### src/rtl/keyroute_pkg.sv
package keyroute_pkg;

  typedef enum logic {
    ROUTE_CORE = 1'b0,
    ROUTE_ENG  = 1'b1
  } route_e;

  // Next route: release by done has priority over a fresh key hit.
  function automatic route_e next_route(route_e cur, logic hit, logic done);
    route_e nxt;
    nxt = cur;
    if (cur == ROUTE_ENG) begin
      if (done) nxt = ROUTE_CORE;
    end else if (hit) begin
      nxt = ROUTE_ENG;
    end
    return nxt;
  endfunction

endpackage

### src/rtl/key_gate.sv
module key_gate #(
  parameter int          KEY_W     = 8,
  parameter logic [KEY_W-1:0] KEY_VALUE = 8'b1000_0000
) (
  input  logic [KEY_W-1:0] key_din,
  input  logic             key_vld,
  output logic             key_hit
);

  function automatic logic key_equal(logic [KEY_W-1:0] a, logic [KEY_W-1:0] b);
    logic [KEY_W-1:0] diff;
    diff = a ^ b;
    return (diff == '0);
  endfunction

  logic key_same;

  assign key_same = key_equal(key_din, KEY_VALUE);
  assign key_hit  = key_vld & key_same;

endmodule

### src/rtl/route_reg.sv
module route_reg
  import keyroute_pkg::*;
(
  input  logic   clk,
  input  logic   rst,
  input  logic   key_hit,
  input  logic   eng_done,
  output route_e route_q
);

  route_e route_d;

  assign route_d = next_route(route_q, key_hit, eng_done);

  always_ff @(posedge clk) begin
    if (rst) route_q <= ROUTE_CORE;
    else     route_q <= route_d;
  end

endmodule

### src/rtl/bus_demux.sv
module bus_demux #(
  parameter int DATA_W = 8,
  parameter int N_DST  = 2,
  localparam int SEL_W = (N_DST > 1) ? $clog2(N_DST) : 1
) (
  input  logic [SEL_W-1:0]  sel,
  input  logic [DATA_W-1:0] din,
  output logic [DATA_W-1:0] dout [N_DST]
);

  for (genvar g = 0; g < N_DST; g++) begin : g_dst
    assign dout[g] = (sel == SEL_W'(g)) ? din : '0;
  end

endmodule

### src/rtl/bus_mux.sv
module bus_mux #(
  parameter int DATA_W = 8,
  parameter int N_SRC  = 2,
  localparam int SEL_W = (N_SRC > 1) ? $clog2(N_SRC) : 1
) (
  input  logic [SEL_W-1:0]  sel,
  input  logic [DATA_W-1:0] din [N_SRC],
  output logic [DATA_W-1:0] dout
);

  always_comb begin
    dout = '0;
    for (int i = 0; i < N_SRC; i++) begin
      if (sel == SEL_W'(i)) dout = din[i];
    end
  end

endmodule

### src/rtl/keyed_route_wrap.sv
module keyed_route_wrap
  import keyroute_pkg::*;
#(
  parameter int               KEY_W     = 8,
  parameter logic [KEY_W-1:0] KEY_VALUE = 8'b1000_0000,
  parameter int               DATA_W    = 8
) (
  input  logic              clk,
  input  logic              rst,
  input  logic [KEY_W-1:0]  key_din,
  input  logic              key_vld,
  input  logic [DATA_W-1:0] sys_din,
  output logic [DATA_W-1:0] sys_dout,
  output logic [DATA_W-1:0] core_din,
  input  logic [DATA_W-1:0] core_dout,
  output logic [DATA_W-1:0] eng_din,
  input  logic [DATA_W-1:0] eng_dout,
  input  logic              eng_done
);

  localparam int N_PATH = 2;
  localparam int IDX_CORE = 0;
  localparam int IDX_ENG  = 1;

  logic              key_hit;
  route_e            route_q;
  logic              to_engine;
  logic [0:0]        path_sel;
  logic [DATA_W-1:0] dmx_out [N_PATH];
  logic [DATA_W-1:0] mux_in  [N_PATH];

  key_gate #(
    .KEY_W     (KEY_W),
    .KEY_VALUE (KEY_VALUE)
  ) u_key_gate (
    .key_din (key_din),
    .key_vld (key_vld),
    .key_hit (key_hit)
  );

  route_reg u_route_reg (
    .clk      (clk),
    .rst      (rst),
    .key_hit  (key_hit),
    .eng_done (eng_done),
    .route_q  (route_q)
  );

  assign to_engine = (route_q == ROUTE_ENG);
  assign path_sel  = to_engine;

  bus_demux #(
    .DATA_W (DATA_W),
    .N_DST  (N_PATH)
  ) u_demux (
    .sel  (path_sel),
    .din  (sys_din),
    .dout (dmx_out)
  );

  assign core_din = dmx_out[IDX_CORE];
  assign eng_din  = dmx_out[IDX_ENG];

  assign mux_in[IDX_CORE] = core_dout;
  assign mux_in[IDX_ENG]  = eng_dout;

  bus_mux #(
    .DATA_W (DATA_W),
    .N_SRC  (N_PATH)
  ) u_mux (
    .sel  (path_sel),
    .din  (mux_in),
    .dout (sys_dout)
  );

endmodule

### config.mk
export PLATFORM = sky130hd
export DESIGN_NAME = keyed_route_wrap
export DESIGN_NICKNAME = d
export VERILOG_FILES = /design/src/rtl/keyroute_pkg.sv /design/src/rtl/key_gate.sv /design/src/rtl/route_reg.sv /design/src/rtl/bus_demux.sv /design/src/rtl/bus_mux.sv /design/src/rtl/keyed_route_wrap.sv
export SDC_FILE = /design/constraint.sdc
export NUM_CORES = 1
export LEC_CHECK = 0
export ABC_AREA = 1
export BUFFER_PORTS_ARGS = -buffer_cell sky130_fd_sc_hd__buf_2
export CAP_MARGIN = 40
export CORE_MARGIN = 2
export CORE_UTILIZATION = 25
export DETAILED_ROUTE_END_ITERATION = 7
export GPL_ROUTABILITY_DRIVEN = 0
export PLACE_DENSITY_LB_ADDON = 0.05
export RECOVER_POWER = 100
export SYNTH_ARGS = -nofsm -noshare
export SYNTH_HDL_FRONTEND = slang
export SYNTH_HIERARCHICAL = 1
export SYNTH_SLANG_ARGS = --single-unit
### constraint.sdc
create_clock -name clk -period 1 [get_ports clk]
set_input_delay 0.15 -clock clk [delete_from_list [all_inputs] [get_ports clk]]
set_output_delay 0.15 -clock clk [all_outputs]
set_load 0.01 [all_outputs]
Yosys cells after proc, flatten, opt, wreduce, memory -nomap -nowiden
Index checks and enable logic that the tools add are counted.

Logic and storage cells: 10. Register bits: 1. Output and inout port bits: 24. Input port bits: 36.

Bitwise gates (word level): 2. Reductions and logical operators: 1. Multiplexer cells: 6.

Operators with widths (number): $mux 8 (3); $logic_not 8->1 (1); $mux 1 (3); $and 1x1->1 (1); $not 1->1 (1).

Logic depth before layout (Yosys ltp)
Gate-level depths: netlist of run 1.

Word-level depth: 5. Depth in mapped cells: 6. Depth with buffers taken out: 6.

By module
The synthesis of run 1 kept the hierarchy.

Modules (own cells, without submodules): bus_demux (times used 1, cells each 34, area an instance 147.6 um^2, sequential area each 0.0 um^2); bus_mux (times used 1, cells each 26, area an instance 105.1 um^2, sequential area each 0.0 um^2); route_reg (times used 1, cells each 6, area an instance 41.3 um^2, sequential area each 20.0 um^2); key_gate (times used 1, cells each 8, area an instance 35.0 um^2, sequential area each 0.0 um^2).

Worst setup path before layout of run 1
OpenSTA, ideal clock, no wires.

Path type: reg-to-output. Start point: reg u_route_reg.route_q. End point: out core_din[0]. Stages on the path, launching flop included: 4. Path buffers: 2. Setup slack: 0.091 ns. Data required time: 0.850 ns. Arrival time: 0.759 ns. Path through: dfxtp_1 > buf_6 > buf_6 > nor2_1.

Word-level cells in the longest chain between the ends: 1.

Ends and longest elaborated chain: from (decl) (line route_reg.sv:8) `output route_e route_q`; from (signal assigned) (line route_reg.sv:17) `else route_q <= route_d;`; $mux 8 (line bus_demux.sv:12) `assign dout[g] = (sel == SEL_W'(g)) ? din : '0;`; to (decl) (line keyed_route_wrap.sv:14) `output logic [DATA_W-1:0] core_din,`.

No other way between the ends.

Worst setup path in the final report of run 1
Start point: reg u_route_reg.route_q. End point: out sys_dout[6].

Word-level cells in the longest chain between the ends: 1.

Ends and longest elaborated chain: $mux 8 (line bus_mux.sv:14) `if (sel == SEL_W'(i)) dout = din[i];`; to (decl) (line keyed_route_wrap.sv:13) `output logic [DATA_W-1:0] sys_dout,`.

No other way between the ends.

==> results.toml, run 1 <==
[die]
start_util = 0.259
rows = 13
dieArea_um2 = 1620
core_area_um2 = 1270
chipWidth_um = 40.3
die_h_um = 40.3
io_pins = 60

[power]
switching_share = 0.357
p_leak_uw = 0.000509
ir_worst_vdd_uv = 194
clkPwrFrac = 0
switchingPower_uw = 69.4
internal_power_uw = 125
sequentialPowerShare = 0.210
power_density_nw_per_um2 = 309
comb_power_share = 0.790

[synth]
ys_types = 9
synth_area_um2 = 329
yosysWarnings = 6
syn_nets = 110
ys_seq_area_frac = 0.0608
syn_inst = 74
syn_avg_cell_area_um2 = 4.45
synth_area_leader_cell = "nand2_1"
yosys-top-cells-area = "nand2_1 (39%), inv_1 (22%), nor2_1 (13%)"
ys_ff_latch = 1
synth_top_area_share = 0.388

[sta]
finalHoldViolCount = 0
rsz0062_at_grt = "yes"
skew_ns = 0
worstMarginPinSlew_ns = 0.146
worst_slack_ns = 0.0773
post-route-period-util = 0.923
fmax_mhz = 1080
max-slew-margin-rel = 0.902
finalSetupViolCount = 0
drv_slew = 0
min_period_ns = 0.923
timing.hold.ws_ns = 0.399

[layout]
antenna_cells = 0
largest-register = "u_route_reg/route_q"
largest_reg_flops = 1
fin_nets = 171
area_delta_synth_final_pct = 91.6
nFillCells = 154
layout.cells.non_filler = 148
reg_top3 = "u_route_reg/route_q (1)"
drive_above_1_share = 0.474

[place]
pre_cts_ws_ns = 0.0421
io_buffer_count = 59
dp.cells = 148
dp_hpwl_um = 871

[critical_path]
required_ns = 0.85
crit_family = "buffers and inverters"
crit_path_frequent_cell = "nand2_1"
worst_ep_arrival_time_ns = 0.77
criticalPathCategory = "reg -> out"
critPathMaxFanout = 8
worstSetupStartpointType = "register"
worst_setup_path_end_kind = "primary output"
slowest_stage = "dfxtp_1"
path_buf_inv = 3
crit_path_max_incr_delay_ns = 0.33
crit_chain = "buf_4 > inv_4 > nand2_1 > nand2_1 > buf_2"

[job]
drv_cap = 0

[global_routing]
grtUsageMet1 = 0.0912
grt_antenna_before_repair = 0
grt_pass1_wl_um = 1100
track_usage = 0.0933
grt_max_degree = 17
grtUsageMet3 = 0
grt.busiest_layer = "met2"
met2_usage = 0.218
grt_pass1_vias = 352
grt_overflow_total = 0

[detailed_routing]
wl_per_cell_um = 6.45
drc = 0
ant_nets = 0
vias_per_cell = 3.74
vias = 553
detail_route.first_pass.iterations = 2
drt_wl_total_um = 955
drt_iter0_drc = 1

[run_status]
status = "finished, final reports clean"

[clocking]
cts.hold.buffers_added = 0
clkLatencyLatePin_ns = 0
clk_pin_slew_ns = 0

[worst_hold_path]
hp-class = "in -> reg"
-- path summary, 6_finish.rpt --
kind | start | to | slack (ns) | cells after the start
worst max-delay path | u_route_reg/route_q | sys_dout[6] | 0.08 | 5
worst min-delay path | rst | u_route_reg/route_q | 0.40 | 4
worst max register to register | u_route_reg/route_q | u_route_reg/route_q | 0.18 | 4
worst min register to register | u_route_reg/route_q | u_route_reg/route_q | 0.70 | 3
-- metal layers --
metal | part of all wire | up-vias
met3 | 0.085 | 0
li1 | - | 319
met5 | 0 | -
met2 | 0.52 | 23
met1 | 0.39 | 211
met4 | 0 | 0
-- kinds of logic (layout without fill, tap and decap cells) --
group | Yosys count | count (layout) | share of synthesized area
and+or+nand+nor | 50 | 50 | 0.608
buffers and inverters | 23 | 82 | 0.331
DFF | 1 | 1 | 0.0608
-- synthesized netlist by cell type, drive strengths merged --
master   n
buf      3
dfxtp    1
inv     20
nand2   34
nand3    1
nand3b   1
nor2    14
-- through the flow --
stage / setup TNS (ns) / total power (µW) / util / instance area [µm²]
floorplan: 0 / 97.6 / - / 329
global placement: 0 / 196 / 0.498 / 632
detailed placement: 0 / 197 / 0.498 / 632
CTS: 0 / 198 / 0.498 / 632
global route: -0.0226 / 216 / 0.497 / 631
finish: 0 / 195 / 0.497 / 631
-- tightest hold or removal path, stage by stage --
cell	delay (ns)
buf_2	0.07
inv_1	0.03
nand2_1	0.06
nor2_2	0.03
-- timing repair --
| item | CTS | global route |
|---|---|---|
| buffers inserted | 0 | 0 |
| endpoints found under the setup margin | 0 | 10 |
| resized for setup | 0 | 1 |
-- power by group through the flow --
stage	clock network, µW	logic, µW	registers (µW)
after floorplan	0	56.7	40.9
after global placement	0	155	40.9
after detailed placement	0	156	40.9
after CTS	0	157	40.9
after global routing	0	175	40.9
final	0	154	40.9
-- final cells by class --
cell class	instances	area [µm²]	share of cell area
Timing Repair Buffer	62	314	0.498
Multi-Input combinational cell	50	200	0.317
Inverter	20	77.6	0.123
Tap cell	15	18.8	0.0298
Sequential cell	1	20.0	0.0317
-- cell usage in the layout, fill, tap and decap left out --
master    instances
nor2_1           11
inv_1            19
nand2_1          34
inv_4             1
nand3_1           1
clkbuf_2         11
buf_2            45
clkbuf_1          3
nand3b_1          1
dfxtp_1           1
nor2_2            3
buf_4             3
Power figures use the tool's default switching activity.
==> inputs of run 2 (changes only) <==
Settings changed: CORE_AREA set to 2 2 39 41, CORE_MARGIN 2 to not set, CORE_UTILIZATION 25 to not set, CTS_BUF_LIST set to sky130_fd_sc_hd__clkbuf_8, DIE_AREA set to 0 0 41 43.
==> results.toml, run 2 (same netlist as run 1, synthesis figures left out) <==
[run_status]
status = "finished, final reports clean"

[global_routing]
grt_pass1_vias = 394
grt_overflow_total = 0
grt_antenna_before_repair = 0
track_usage = 0.108
grt_pass1_wl_um = 1460
grt_max_degree = 19

[die]
start_util = 0.238
io_pins = 60
rows = 14
die_h_um = 43
chipWidth_um = 41
core_area_um2 = 1380
dieArea_um2 = 1760

[layout]
final_common_cell = "buf_2"
final_cell_mix = "buf_2 (59), nand2_1 (34), inv_1 (19)"
largest-register = "u_route_reg/route_q"
largest_reg_flops = 1
drive_above_1_share = 0.507
antenna_cells = 0
area_delta_synth_final_pct = 98.1
fin_nets = 172
reg_top3 = "u_route_reg/route_q (1)"

[detailed_routing]
detail_route.first_pass.iterations = 2
drc = 0
ant_nets = 0
wl_per_cell_um = 7.06
drt_iter0_drc = 3
drt_wl_total_um = 1060
vias_per_cell = 3.89
vias = 584

[sta]
worstMarginPinSlew_ns = 0.115
finalHoldViolCount = 0
worst_slack_ns = 0.0773
post-route-period-util = 0.923
drv_slew = 0
timing.hold.ws_ns = 0.388
skew_ns = 0
min_period_ns = 0.923
finalSetupViolCount = 0
max-slew-margin-rel = 0.923
fmax_mhz = 1080

[critical_path]
worstSetupEndpoint = "sys_dout[3]"
criticalPathCategory = "reg -> out"
reg2reg_to = "u_route_reg/route_q"
required_ns = 0.85
reg2reg_depth = 3
worst_setup_path_end_kind = "primary output"
r2r_start = "u_route_reg/route_q"
worst_ep_arrival_time_ns = 0.77
critPathMaxFanout = 8
crit_start = "u_route_reg/route_q"
ff2ff_setup_slack_ns = 0.28
worstSetupStartpointType = "register"

[power]
p_leak_uw = 0.000522
ir_worst_vdd_uv = 185
power_density_nw_per_um2 = 300

[clocking]
cts.hold.buffers_added = 0
post_cts.repair.setup_buffers = 0
clkLatencyLatePin_ns = 0
clk_pin_slew_ns = 0
post_cts_resized = 0

[job]
drv_cap = 0

[worst_hold_path]
hp-class = "in -> reg"

[place]
io_buffer_count = 59
dp_hpwl_um = 923
pre_cts_ws_ns = 0.0214
[run 2: changes by cell type in the layout (fill, tap and decap cells not counted), sizes merged]
| cell | before | now |
|---|---|---|
| buf | 48 | 62 |
| clkbuf | 14 | 1 |
[run 2: critical path, cell delays in order (launching register included)]
cell	delay (ns)
dfxtp_2	0.32
buf_6	0.13
inv_4	0.08
nand2_1	0.06
nand2_1	0.06
buf_2	0.12
[run 2: cell type report]
cell class / instances / area [µm²]
Sequential cell: 1 / 21.3
Inverter: 20 / 77.6
Multi-Input combinational cell: 50 / 200
Timing Repair Buffer: 63 / 333
Fill cell: 168 / 732
Tap cell: 16 / 20.0
[run 2: where the power goes]
group	internal [µW]	switching (µW)	total, µW
registers	40.8	0.122	40.9
logic	86.6	68.0	155
clock network	0	0	0
[run 2: per-layer routing]
metal	vias up	track usage	share of wire
met2	22	0.209	0.55
met3	0	0.00524	0.091
li1	323	-	-
met5	-	0	0
met1	239	0.127	0.36
met4	0	0	0
[run 2: worst min-delay path by stage]
stage,from,end,cells past startpoint
floorplan,rst,u_route_reg/route_q,3
global route,rst,u_route_reg/route_q,4
global placement,rst,u_route_reg/route_q,4
detailed placement,rst,u_route_reg/route_q,4
CTS,rst,u_route_reg/route_q,4
finish,rst,u_route_reg/route_q,4
[run 2: through the flow]
stage / instances / utilization / total power, µW / area, µm² / TNS [ns]
after CTS: 149 / 0.458 / 197 / 633 / 0
after detailed placement: 149 / 0.458 / 197 / 633 / 0
after floorplan: 74 / - / 97.6 / 329 / 0
after global routing: 150 / 0.471 / 218 / 652 / -0.00997
after global placement: 149 / 0.458 / 195 / 633 / 0
final: 150 / 0.471 / 195 / 652 / 0
